[src/rtl/dsd_pkg.sv]
`timescale 1ns/1ps
package dsd_pkg;
  localparam int NUM_CH = 2;

  typedef enum logic {
    ZERO_UNIPOLAR = 1'b0,
    ZERO_BIPOLAR  = 1'b1
  } zero_mode_e;
endpackage

[src/rtl/dsd_sync.sv]
`timescale 1ns/1ps
module dsd_sync #(
  parameter int               WIDTH   = 1,
  parameter int               STAGES  = 2,
  parameter logic [WIDTH-1:0] RST_VAL = '0
) (
  input  logic             clk,
  input  logic             rst_n,
  input  logic [WIDTH-1:0] d,
  output logic [WIDTH-1:0] q
);
  logic [STAGES-1:0][WIDTH-1:0] stg_q;
  logic [STAGES-1:0][WIDTH-1:0] stg_d;

  always_comb begin
    stg_d = {stg_q[STAGES-2:0], d};
  end

  always_ff @(posedge clk or negedge rst_n) begin
    if (!rst_n) begin
      for (int i = 0; i < STAGES; i++) stg_q[i] <= RST_VAL;
    end else begin
      stg_q <= stg_d;
    end
  end

  assign q = stg_q[STAGES-1];
endmodule

[src/rtl/dsd_clr_sync.sv]
`timescale 1ns/1ps
module dsd_clr_sync #(
  parameter int STAGES = 2
) (
  input  logic clk,
  input  logic rst_n,
  input  logic clr_n,
  output logic clr_act
);
  logic              arst_n;
  logic [STAGES-1:0] hold_q;
  logic [STAGES-1:0] hold_d;

  assign arst_n = rst_n & clr_n;

  always_comb begin
    hold_d = {hold_q[STAGES-2:0], 1'b0};
  end

  always_ff @(posedge clk or negedge arst_n) begin
    if (!arst_n) hold_q <= '1;
    else         hold_q <= hold_d;
  end

  assign clr_act = hold_q[STAGES-1];
endmodule

[src/rtl/dsd_shift_chain.sv]
`timescale 1ns/1ps
module dsd_shift_chain #(
  parameter int CHAIN_W = 24
) (
  input  logic               clk,
  input  logic               rst_n,
  input  logic               clr_act,
  input  logic               shift_en,
  input  logic               sdin,
  output logic [CHAIN_W-1:0] chain
);
  logic [CHAIN_W-1:0] chain_d;

  always_comb begin
    chain_d = chain;
    if (clr_act)       chain_d = '0;
    else if (shift_en) chain_d = {chain[CHAIN_W-2:0], sdin};
  end

  always_ff @(posedge clk or negedge rst_n) begin
    if (!rst_n) chain <= '0;
    else        chain <= chain_d;
  end
endmodule

[src/rtl/dsd_hold_reg.sv]
`timescale 1ns/1ps
module dsd_hold_reg #(
  parameter int W = 12
) (
  input  logic         clk,
  input  logic         rst_n,
  input  logic         clr_act,
  input  logic [W-1:0] clr_val,
  input  logic         load,
  input  logic [W-1:0] d,
  output logic [W-1:0] q
);
  logic [W-1:0] q_d;

  always_comb begin
    q_d = q;
    if (clr_act)   q_d = clr_val;
    else if (load) q_d = d;
  end

  always_ff @(posedge clk or negedge rst_n) begin
    if (!rst_n) q <= '0;
    else        q <= q_d;
  end
endmodule

[src/rtl/dual_dac_serial_if.sv]
`timescale 1ns/1ps
module dual_dac_serial_if #(
  parameter int CODE_W      = 12,
  parameter int SYNC_STAGES = 2
) (
  input  logic              clk,
  input  logic              rst_n,
  input  logic              clr_n,
  input  logic              zero_sel,
  input  logic              sclk,
  input  logic              cs_n,
  input  logic              sdin,
  input  logic              ld_a_n,
  input  logic              ld_b_n,
  output logic              sdout,
  output logic [CODE_W-1:0] code_a,
  output logic [CODE_W-1:0] code_b
);
  import dsd_pkg::*;

  localparam int                CHAIN_W  = NUM_CH * CODE_W;
  localparam logic [CODE_W-1:0] MID_CODE = CODE_W'(1) << (CODE_W - 1);

  // Input order: {sclk, cs_n, sdin, ld_b_n, ld_a_n}
  localparam logic [4:0] IN_RST = 5'b01011;

  logic [4:0]               raw_in;
  logic [4:0]               syn_in;
  logic                     sclk_s;
  logic                     cs_s;
  logic                     sdin_s;
  logic [NUM_CH-1:0]        ld_s;
  logic                     sclk_d;
  logic                     fall;
  logic                     shift_en;
  logic                     clr_act;
  logic [CHAIN_W-1:0]       chain;
  logic [CODE_W-1:0]        zero_val;
  logic [NUM_CH-1:0][CODE_W-1:0] codes;
  zero_mode_e               zmode;

  assign raw_in = {sclk, cs_n, sdin, ld_b_n, ld_a_n};

  dsd_sync #(.WIDTH(5), .STAGES(SYNC_STAGES), .RST_VAL(IN_RST)) u_in_sync (
    .clk   (clk),
    .rst_n (rst_n),
    .d     (raw_in),
    .q     (syn_in)
  );

  assign sclk_s = syn_in[4];
  assign cs_s   = syn_in[3];
  assign sdin_s = syn_in[2];
  assign ld_s   = syn_in[1:0];

  dsd_clr_sync #(.STAGES(SYNC_STAGES)) u_clr_sync (
    .clk     (clk),
    .rst_n   (rst_n),
    .clr_n   (clr_n),
    .clr_act (clr_act)
  );

  always_ff @(posedge clk or negedge rst_n) begin
    if (!rst_n) sclk_d <= 1'b0;
    else        sclk_d <= sclk_s;
  end

  assign fall     = sclk_d & ~sclk_s;
  assign shift_en = fall & ~cs_s;

  dsd_shift_chain #(.CHAIN_W(CHAIN_W)) u_chain (
    .clk      (clk),
    .rst_n    (rst_n),
    .clr_act  (clr_act),
    .shift_en (shift_en),
    .sdin     (sdin_s),
    .chain    (chain)
  );

  assign zmode    = zero_mode_e'(zero_sel);
  assign zero_val = (zmode == ZERO_BIPOLAR) ? MID_CODE : '0;

  for (genvar ch = 0; ch < NUM_CH; ch++) begin : g_ch
    dsd_hold_reg #(.W(CODE_W)) u_hold (
      .clk     (clk),
      .rst_n   (rst_n),
      .clr_act (clr_act),
      .clr_val (zero_val),
      .load    (~ld_s[ch]),
      .d       (chain[ch*CODE_W +: CODE_W]),
      .q       (codes[ch])
    );
  end

  assign code_a = codes[0];
  assign code_b = codes[1];
  assign sdout  = chain[CHAIN_W-1];
endmodule

[config.mk]
export PLATFORM = sky130hd
export DESIGN_NAME = dual_dac_serial_if
export DESIGN_NICKNAME = d
export VERILOG_FILES = /design/src/rtl/dsd_pkg.sv /design/src/rtl/dsd_sync.sv /design/src/rtl/dsd_clr_sync.sv /design/src/rtl/dsd_shift_chain.sv /design/src/rtl/dsd_hold_reg.sv /design/src/rtl/dual_dac_serial_if.sv
export SDC_FILE = /design/constraint.sdc
export NUM_CORES = 1
export LEC_CHECK = 0
export BUFFER_PORTS_ARGS = -buffer_cell sky130_fd_sc_hd__buf_2
export CAP_MARGIN = 20
export CORE_UTILIZATION = 40
export DETAILED_ROUTE_END_ITERATION = 6
export GPL_TIMING_DRIVEN = 0
export SYNTH_ARGS = -nofsm -noshare
export SYNTH_HDL_FRONTEND = slang
export SYNTH_HIERARCHICAL = 1
export SYNTH_SLANG_ARGS = --single-unit
[constraint.sdc]
create_clock -name clk -period 1.34 [get_ports clk]
set_input_delay 0.067 -clock clk [delete_from_list [all_inputs] [get_ports clk]]
set_output_delay 0.067 -clock clk [all_outputs]
set_load 0.005 [all_outputs]
## After elaboration in Yosys (flattened, before gate mapping)

Index checks and enable logic that the tools add are counted.

- $add $sub $neg: 0
- Multipliers: 0
- Div/mod/pow operators: 0
- Order comparisons: 0
- Equality and inequality tests: 2
- Shift operators: 0
- Multiplexer cells: 7
- Bitwise logic cells: 5
- Reduce and logical (&&, ||, !) cells: 1

Operator list:

| operator | number |
|---|---|
| two-way mux 12 bit | 5 |
| two-way mux 24 bit | 2 |
| inequality test 2 x 1 -> 1 bit (second input constant) | 2 |
| bitwise AND 1 bit | 3 |
| inverter 1 bit | 2 |
| nonzero test 2 bit | 1 |

- Register bits after elaboration: 61
- Bits in latches: 0
- Bits in writable memories: 0
- Memory bits (read-only): 0
- Input bits: 9
- Word-level logic and storage cells: 22
- Memories kept: 0

## Logic depth before layout (Yosys ltp)

Gate-level depths: netlist (run 1).

- Word-level depth: 5
- Mapped depth: 5

## Hierarchy

Netlist (run 1), hierarchy kept.

By module, submodules not included:

| module | instances | cells each | area each (um^2) |
|---|---|---|---|
| dsd_hold_reg | 2 | 51 | 550.5 |
| dsd_shift_chain | 1 | 77 | 989.7 |
| dsd_sync | 1 | 10 | 257.7 |
| dsd_clr_sync | 1 | 4 | 62.6 |
| dual_dac_serial_if | 1 | 5 | 48.8 |

## Worst setup path before layout (run 1)

No wires, ideal clock.

- Path kind: register -> register
- Start point: register u_in_sync.stg_q, in the netlist u_in_sync/q[4]
- End point: register u_chain.chain[10]
- Library setup time: 0.132 ns
- Arrival time: 1.058 ns
- Data required time: 1.208 ns
- Setup slack: 0.150 ns
- Stages on the path, launching flop included: 6
- Buffers on the path: 2
- Clock period less this slack: 1.190 ns
- Cells stage by stage: dfrtp_1 nor3b_2 buf_6 buf_12 mux2i_1 nor2_1

- Longest elaborated chain between the ends: 4

RTL lines:

| element | RTL line | text |
|---|---|---|
| start: declaration | dsd_sync.sv:12 | `logic [STAGES-1:0][WIDTH-1:0] stg_q;` |
| start signal: assignment | dsd_sync.sv:23 | `stg_q <= stg_d;` |
| inverter 1 bit | dual_dac_serial_if.sv:68 | `assign fall = sclk_d & ~sclk_s;` |
| bitwise AND 1 bit | dual_dac_serial_if.sv:68 |  |
| bitwise AND 1 bit | dual_dac_serial_if.sv:69 | `assign shift_en = fall & ~cs_s;` |
| via shift_en | dual_dac_serial_if.sv:35 | `logic shift_en;` |
| nonzero test 2 bit (no line) | n/a |  |
| end signal: assignment | dsd_shift_chain.sv:22 | `else chain <= chain_d;` |
| end: declaration | dsd_shift_chain.sv:10 | `output logic [CHAIN_W-1:0] chain` |

The timed path passes the listed nets, and every way through them passes these cells.
A chain may end at the register's enable or synchronous reset.

## Worst setup path after layout (run 1)

- Start point: register u_clr_sync.hold_q[1]
- End point: register g_ch[1].u_hold.q[11]

- Longest elaborated chain between the ends: 1

RTL lines:

| element | RTL line | text |
|---|---|---|
| start: declaration | dsd_clr_sync.sv:11 | `logic [STAGES-1:0] hold_q;` |
| start signal: assignment | dsd_clr_sync.sv:22 | `else hold_q <= hold_d;` |
| inequality test 2 x 1 -> 1 bit (no line) / two-way mux 12 bit (equally long branches) | n/a |  |
| end signal: assignment | dsd_hold_reg.sv:23 | `else q <= q_d;` |
| end: declaration | dsd_hold_reg.sv:11 | `output logic [W-1:0] q` |

Parallel ways exist; a longest one is shown, timed or not.

==> run_results.csv, run 1 <==
group,metric,value,unit
setup_path,crit_buf_inv,1,
setup_path,cp.required,1580,ps
grt,grt_usage,16.5,%
timing,hold_slack,240,ps
detailed_routing,postRouteAntennaNets,0,
placement,gp_congestion,0.689,
timing,maxSlewViolCount,0,
floorplan,ios,34,
timing,hold_viol,0,
worst_hold_path,hp-class,"in2async",
yosys,seq_area_frac_synth,62.5,%
timing,min_period,1260,ps
yosys,yosys_register_bits,61,
setup_path,worstSetupEndpointType,"register",
floorplan,rows,28,
status,status,"finished, final reports clean",
final_layout,fin_util,52.1,%
detailed_routing,wl_per_cell,12.8,um
placement,place_ws,-33.2,ps
detailed_routing,dr.pass1.iters,4,
floorplan,core-area,5920,um^2
timing,fin_setup_tns,0,ps
floorplan,initial_core_util,41.5,%
power_and_ir_drop,peakVddDrop,0.572,mV
setup_path,critPathArrivalTime,1500,ps
cts,htreeDepth,3,
power_and_ir_drop,leakage,1.53,nW
cts,cts_tree,"done",
timing,fmax,796,MHz
timing,worst_slack,84.1,ps
detailed_routing,drc,0,
grt,antenna_found_initial,0,
timing,rsz0062_at_grt,"no",
cts,clock_path_buffers,2,
setup_path,slowest_delay,720,ps
final_layout,nNetsFinal,283,
setup_path,start_kind,"register",
setup_path,crit_type,"reg2reg",
floorplan,die_width,80.4,um
final_layout,nFillCells,515,
cts,clockRootBuffer,"clkbuf_8",
power_and_ir_drop,power_density,1190,nW/um^2
detailed_routing,num_vias,1584,
timing,setup_viol,0,
yosys,synthCells,198,
grt,grt_pass1_wl,7730,um
timing,worstMarginPinSlew,520,ps
grt,grtUsageMet2,22.3,%
grt,busiest_layer,"met1",
timing,slew_headroom,65.3,%
detailed_routing,vias_per_cell,4.47,
grt,grt_max_degree,40,
cts,path_clk_slew,70,ps
setup_path,cp_slowest_cell,"dfstp_4",
grt,overflow,0,
cts,cts.sinks,61,
placement,port_buffers,33,
timing,period_share,93.7,%
power_and_ir_drop,finalPower,0.00367,W
final_layout,drive_above_1_share,25.1,%
detailed_routing,wirelength,4520,um
timing,skew,7.58,ps
flow_run,drv_cap,0,
detailed_routing,drtIter0Drc,63,
cts,clk_latency,330,ps
grt,grt_pass1_vias,1568,
floorplan,die_area,6470,um^2
final_layout,diodes,0,
cts,cts-buffers-inserted,9,
floorplan,fp.dieH,80.4,um
setup_path,path_cells,"buf_2 > nand2_1 > o21ai_0",
yosys,avgSynthCellArea,12.4,um^2
grt,grt_util_met3,4.09,%
final_layout,area_growth_syn_to_layout,25.4,%
yosys,synth_cell_types,16,
yosys,yosysWarnings,6,
setup_path,critical_path.max_fanout,18,
placement,place_hpwl,2830,um
yosys,syn_area,2460,um^2
grt,grt_use_met1,23.3,%
setup_path,crit_family,"flip-flops",
==> path summary, 6_finish.rpt <==
check	slack [ps]	depth (start not counted)	from	end
max reg2reg	80	3	u_clr_sync/hold_q[1]	g_ch[1].u_hold/q[11]
min reg2reg	350	0	u_in_sync/stg_d[9]	u_in_sync/q[4]
min in group clk	350	0	u_in_sync/stg_d[9]	u_in_sync/q[4]
max	80	3	u_clr_sync/hold_q[1]	g_ch[1].u_hold/q[11]
max in group asynchronous	450	3	rst_n	u_in_sync/q[0]
min	240	2	rst_n	g_ch[1].u_hold/q[6]
==> metal layers <==
| metal | share of wire [%] | wire length [um] |
|---|---|---|
| met2 | 43 | 1930 |
| met1 | 52 | 2360 |
| met5 | 0 | 0 |
| met3 | 2.6 | 117 |
| met4 | 2.5 | 113 |
==> synth_stat cells (all sizes together) <==
cell type / n / share of area [%]
dfrtp: 53 / 54
mux2i: 48 / 20
nand2: 24 / 3.7
nor2: 24 / 3.7
o21ai: 24 / 5.2
buf: 9 / 3.8
dfstp: 8 / 8.5
clkbuf: 2 / 0.31
conb: 2 / 0.31
inv: 2 / 0.31
and2: 1 / 0.25
nor3b: 1 / 0.51
==> kinds of logic after synthesis <==
logic type,share of synthesized area [%]
AOI/OAI and AO/OA,5.19
buffers and inverters,4.43
DFF,62.5
muxes,19.5
other,0.305
and+or+nand+nor,8.09
==> flip-flops by register name, indices dropped and copies added, names as in the netlist <==
signal and cells:
u_chain/chain 24, u_in_sync/q 5, sclk_d 1, g_ch.u_hold/q 24, u_clr_sync/hold_q 2, u_in_sync/stg_d 5
==> cells in the final DEF (no fill, tap or decap), types with 3 or more instances in the layout <==
cell type,Yosys,routed
o21ai_1,18,18
buf_2,4,36
conb_1,2,23
dlygate4sd3_1,0,8
clkbuf_8,0,10
nor2_1,24,24
o21ai_0,4,4
dfrtp_1,53,53
dfstp_2,8,7
mux2i_1,48,48
nand2_1,24,24
buf_12,2,3
buf_6,3,3
clkbuf_1,2,4
==> what timing repair did <==
item	CTS	global route
resized for setup	2	2
hold endpoints to repair	24	0
setup endpoints to repair	20	7
buffers inserted	0	2
hold buffers	8	0
==> power by group <==
part	switching, W	internal, W	total (W)
logic	0.000172	0.000150	0.000322
clock network	0.000666	0.000718	0.00138
registers	0.0000411	0.00193	0.00197
total	0.000879	0.00280	0.00367
==> area by class of cell <==
class | count | area (um^2) | area share, %
buffer | 11 | 106 | 3.45
clock buffer | 14 | 153 | 4.95
clock inverter | 2 | 10.0 | 0.325
inverter | 2 | 7.51 | 0.243
multi-input combinational | 145 | 893 | 29.0
sequential | 61 | 1540 | 49.9
tap | 75 | 93.8 | 3.04
timing repair buffer | 44 | 280 | 9.09
==> per-stage QoR <==
step / instances / cell area (um^2)
floorplan: 219 / 2540
global placement: 327 / 2800
detailed placement: 328 / 2820
CTS: 352 / 3060
global route: 354 / 3080
finish: 354 / 3080
Power figures use the tool's default switching activity.
==> run 2, diff against run 1 <==
--- a/config.mk
+++ b/config.mk
@@ -6,8 +6,7 @@
 export NUM_CORES = 1
 export LEC_CHECK = 0
 export BUFFER_PORTS_ARGS = -buffer_cell sky130_fd_sc_hd__buf_2
-export CAP_MARGIN = 20
-export CORE_UTILIZATION = 40
+export CORE_UTILIZATION = 45
 export DETAILED_ROUTE_END_ITERATION = 6
 export GPL_TIMING_DRIVEN = 0
 export SYNTH_ARGS = -nofsm -noshare
==> run_results.csv, run 2 (synthesized netlist as in run 1, its figures left out) <==
group,metric,value,unit
cts,clk_latency,330,ps
timing,maxSlewViolCount,0,
timing,period_share,93.0,%
cts,htreeDepth,3,
setup_path,r2r_slack,90,ps
power_and_ir_drop,power_density,1210,nW/um^2
final_layout,largestRegisters,"g_ch.u_hold/q x24, u_chain/chain x24",
final_layout,mostFrequentLayoutCells,"dfrtp_1, mux2i_1, buf_2, nand2_1, nor2_1",
final_layout,drive_above_1_share,24.9,%
cts,clock_path_buffers,2,
detailed_routing,num_vias,1576,
final_layout,mostFrequentLayoutCell,"dfrtp_1",
setup_path,reg2reg_from,"u_clr_sync/hold_q[1]",
power_and_ir_drop,finalPower,0.00371,W
detailed_routing,wl_per_cell,12.9,um
setup_path,r2r_end,"g_ch[1].u_hold/q[5]",
timing,rsz0062_at_grt,"no",
placement,port_buffers,33,
setup_path,cp.required,1550,ps
grt,grt_pass1_wl,7850,um
floorplan,ios,34,
floorplan,fp.dieH,75.9,um
grt,grt_usage,18.1,%
setup_path,r2r_cells,2,
worst_hold_path,min_path_cells,3,
timing,min_period,1250,ps
worst_hold_path,min_from,"zero_sel",
cts,cts.sinks,61,
cts,cts-buffers-inserted,9,
setup_path,crit_type,"reg2reg",
timing,fmax,803,MHz
timing,fin_setup_tns,0,ps
setup_path,critPathArrivalTime,1450,ps
grt,antenna_found_initial,0,
detailed_routing,vias_per_cell,4.54,
detailed_routing,dr.pass1.iters,4,
detailed_routing,drc,0,
timing,setup_viol,0,
final_layout,final_cells,347,
power_and_ir_drop,leakage,1.52,nW
detailed_routing,drtIter0Drc,63,
worst_hold_path,whs_endpoint,"g_ch[1].u_hold/q[11]",
setup_path,start_kind,"register",
grt,grt_pass1_vias,1601,
floorplan,die_area,5770,um^2
cts,clockRootBuffer,"clkbuf_8",
floorplan,die_width,75.9,um
worst_hold_path,hp-class,"in2reg",
final_layout,diodes,0,
final_layout,nNetsFinal,281,
flow_run,drv_cap,0,
placement,gp_congestion,0.644,
timing,hold_viol,0,
floorplan,initial_core_util,47.6,%
setup_path,critical_path.max_fanout,18,
detailed_routing,wirelength,4470,um
status,status,"finished, final reports clean",
placement,post-place-cells,322,
final_layout,area_growth_syn_to_layout,24.5,%
floorplan,rows,26,
cts,cts_tree,"done",
final_layout,fin_util,59.2,%
setup_path,worstSetupEndpointType,"register",
grt,overflow,0,
timing,worstMarginPinSlew,727,ps
detailed_routing,postRouteAntennaNets,0,
placement,place_hpwl,2830,um
timing,skew,8.68,ps
power_and_ir_drop,peakVddDrop,1.01,mV
timing,slew_headroom,51.5,%
floorplan,core-area,5170,um^2
grt,grt_max_degree,61,
cts,path_clk_slew,60,ps
run 2: cell count changes in the layout (fill, tap and decap cells not counted):
| cell | change |
|---|---|
| buf_2 | -2 |
| buf_4 | +2 |
| buf_12 | -1 |
| clkbuf_8 | +1 |
| clkinv_2 | -1 |
| dlygate4sd3_1 | -1 |
run 2: power by group:
part	internal (W)	switching (W)
registers	0.00193	0.0000417
logic	0.000144	0.000169
clock network	0.000773	0.000654
total	0.00284	0.000865
run 2: how the worst max path moves through the flow:
stage	from	endpoint	slack (ps)	depth (start not counted)
after detailed placement	u_clr_sync/hold_q[1]	u_chain/chain[17]	-10	2
after global routing	u_in_sync/q[4]	u_chain/chain[13]	10	5
after global placement	u_clr_sync/hold_q[1]	u_chain/chain[19]	-7	2
final	u_clr_sync/hold_q[1]	g_ch[1].u_hold/q[5]	90	2
after floorplan	u_in_sync/q[4]	u_chain/chain[10]	150	5
after CTS	u_clr_sync/hold_q[1]	g_ch[0].u_hold/q[11]	40	3
run 2: layout make-up:
cell class / count / area, um^2
inverter: 2 / 7.51
buffer: 11 / 109
multi-input combinational: 145 / 893
timing repair buffer: 42 / 253
fill: 430 / 2110
sequential: 61 / 1540
tap: 70 / 87.6
clock buffer: 15 / 166
clock inverter: 1 / 5.00
run 2: layer usage:
layer  up-vias  share of wire [%]  track usage, %
li1        784                  -               -
met1       750                 50            24.6
met2        36                 44            25.9
met3         6                4.5            6.87
met4         0                1.5            7.50
met5         -                  0               0
run 2: critical path: stages (launching register included):
cell and delay (ps):
dfstp_4 720, buf_2 280, o21ai_1 110
run 2: timing repair:
action | in CTS | in global routing
hold buffers | 6 | 1
setup buffers | 0 | 2
gates resized for setup | 3 | 3
endpoints found under the hold margin | 7 | 53
setup endpoints to repair | 20 | 9
run 2: through the flow:
stage	cell area [um^2]	setup slack [ps]	hold WS, ps
floorplan	2540	150	-229
global placement	2790	-6.54	133
detailed placement	2790	-13.4	140
CTS	3030	41.0	20.0
global route	3060	10.1	58.7
finish	3060	94.1	31.4
==> run 3, diff against run 2 <==
--- a/config.mk
+++ b/config.mk
@@ -5,9 +5,9 @@
 export SDC_FILE = /design/constraint.sdc
 export NUM_CORES = 1
 export LEC_CHECK = 0
-export BUFFER_PORTS_ARGS = -buffer_cell sky130_fd_sc_hd__buf_2
 export CORE_UTILIZATION = 45
 export DETAILED_ROUTE_END_ITERATION = 6
+export DONT_BUFFER_PORTS = 1
 export GPL_TIMING_DRIVEN = 0
 export SYNTH_ARGS = -nofsm -noshare
 export SYNTH_HDL_FRONTEND = slang
==> run_results.csv, run 3 (synthesized netlist as in run 1, its figures left out) <==
group,metric,value,unit
grt,grt_pass1_wl,7540,um
cts,cts.sinks,61,
final_layout,fin_util,56.6,%
worst_hold_path,hp-class,"in2async",
floorplan,initial_core_util,47.6,%
floorplan,fp.dieH,75.9,um
power_and_ir_drop,clockPowerShare,41.1,%
timing,fmax,775,MHz
final_layout,mostFrequentLayoutCells,"dfrtp_1, mux2i_1, nand2_1, nor2_1, conb_1",
setup_path,reg2reg_from,"u_in_sync/q[4]",
grt,grt_max_degree,61,
setup_path,start_kind,"register",
timing,maxSlewViolCount,0,
timing,skew,7.34,ps
cts,path_clk_slew,70,ps
setup_path,cp_slowest_cell,"dfrtp_1",
power_and_ir_drop,pwr-share-comb,5.8,%
timing,min_period,1290,ps
setup_path,slowest_delay,390,ps
status,violations,"negative hold slack",
power_and_ir_drop,switching_share,22.1,%
detailed_routing,num_vias,1502,
floorplan,rows,26,
cts,cts_tree,"done",
floorplan,core-area,5170,um^2
setup_path,critPathArrivalTime,1510,ps
timing,setup_viol,0,
cts,cts_hold_buf,8,
final_layout,mostFrequentLayoutCell,"dfrtp_1",
setup_path,r2r_end,"u_chain/chain[14]",
detailed_routing,postRouteAntennaNets,0,
setup_path,crit_type,"reg2reg",
setup_path,path_cells,"nor3b_2 > buf_6 > buf_12 > mux2i_1 > nor2_1",
detailed_routing,dr.pass1.iters,4,
grt,antenna_found_initial,0,
floorplan,ios,34,
status,status,"finished with violations",
final_layout,area_growth_syn_to_layout,19.0,%
final_layout,drive_above_1_share,15.4,%
power_and_ir_drop,pwr-share-seq,53.2,%
detailed_routing,drc,0,
power_and_ir_drop,peakVddDrop,0.709,mV
setup_path,critical_path.max_fanout,10,
grt,grt_pass1_vias,1524,
cts,cts-buffers-inserted,9,
power_and_ir_drop,leakage,1.39,nW
floorplan,die_area,5770,um^2
detailed_routing,drtIter0Drc,92,
placement,place_hpwl,2780,um
grt,grt_usage,17.4,%
cts,clock_path_buffers,2,
final_layout,largestRegisters,"g_ch.u_hold/q x24, u_chain/chain x24",
placement,port_buffers,0,
flow_run,drv_cap,0,
setup_path,r2r_slack,50,ps
timing,hold_slack,-581,ps
power_and_ir_drop,p_int,0.00291,W
cts,clockRootBuffer,"clkbuf_8",
detailed_routing,wirelength,4450,um
setup_path,worstSetupEndpointType,"register",
timing,period_share,96.3,%
final_layout,diodes,0,
cts,htreeDepth,3,
setup_path,r2r_cells,5,
cts,clk_latency,340,ps
grt,overflow,0,
power_and_ir_drop,power_density,1280,nW/um^2
placement,gp_congestion,0.717,
power_and_ir_drop,power.net_switching,0.000825,W
floorplan,die_width,75.9,um
final_layout,nNetsFinal,250,
setup_path,cp.required,1560,ps
detailed_routing,wl_per_cell,14.1,um
timing,hold_viol,59,
detailed_routing,vias_per_cell,4.75,
## run 3: how the worst max path moves through the flow
stage	to	slack, ps	from
floorplan	u_chain/chain[10]	150	u_in_sync/q[4]
global placement	u_chain/chain[3]	1	u_clr_sync/hold_q[1]
detailed placement	u_chain/chain[6]	-30	u_clr_sync/hold_q[1]
CTS	g_ch[1].u_hold/q[11]	10	u_clr_sync/hold_q[1]
global route	g_ch[0].u_hold/q[11]	-9	u_clr_sync/hold_q[1]
finish	u_chain/chain[14]	50	u_in_sync/q[4]
## run 3: worst max-delay path, delay by kind of cell (launching register included)
family | cells | cell delay, ps
buffers and inverters | 2 | 300
DFF | 1 | 390
muxes | 1 | 210
and+or+nand+nor | 2 | 270
## run 3: area by class of cell
class                      count  area, um^2
fill                         449        2240
clock buffer                  16         190
buffer                        11         106
tap                           70        87.6
timing repair buffer          11         103
inverter                       2        7.51
sequential                    61        1540
multi-input combinational    145         893
## run 3: stage by stage
| step | cells | setup WS (ps) | setup TNS [ps] | power [W] | area (um^2) |
|---|---|---|---|---|---|
| final | 316 | 49.2 | 0 | 0.00373 | 2930 |
| after global routing | 316 | -9.26 | -9.26 | 0.00391 | 2930 |
| after CTS | 313 | 14.5 | 0 | 0.00376 | 2900 |
| after detailed placement | 289 | -34.9 | -271 | 0.00221 | 2630 |
| after global placement | 289 | 1.33 | 0 | 0.00220 | 2630 |
| after floorplan | 219 | 150 | 0 | 0.00216 | 2540 |
## run 3: repair_timing
item / CTS / global route
buffers inserted: 0 / 3
endpoints found under the setup margin: 17 / 14
resized for setup: 2 / 2
hold endpoints to repair: 68 / 59
## run 3: layer usage
layer	wire length [um]	global-route usage, %	vias to the layer above
met3	260	7.47	9
met5	0	0	-
met4	88	9.23	0
li1	-	-	725
met2	1970	24.9	36
met1	2140	22.3	732
## run 3: power by group through the flow
stage | clock network, W | logic [W] | registers (W)
3_5_place_dp | 0 | 0.000189 | 0.00202
6_report | 0.00153 | 0.000215 | 0.00198
4_1_cts | 0.00157 | 0.000209 | 0.00199
5_1_grt | 0.00168 | 0.000240 | 0.00199
3_3_place_gp | 0 | 0.000183 | 0.00201
2_1_floorplan | 0 | 0.000160 | 0.00200
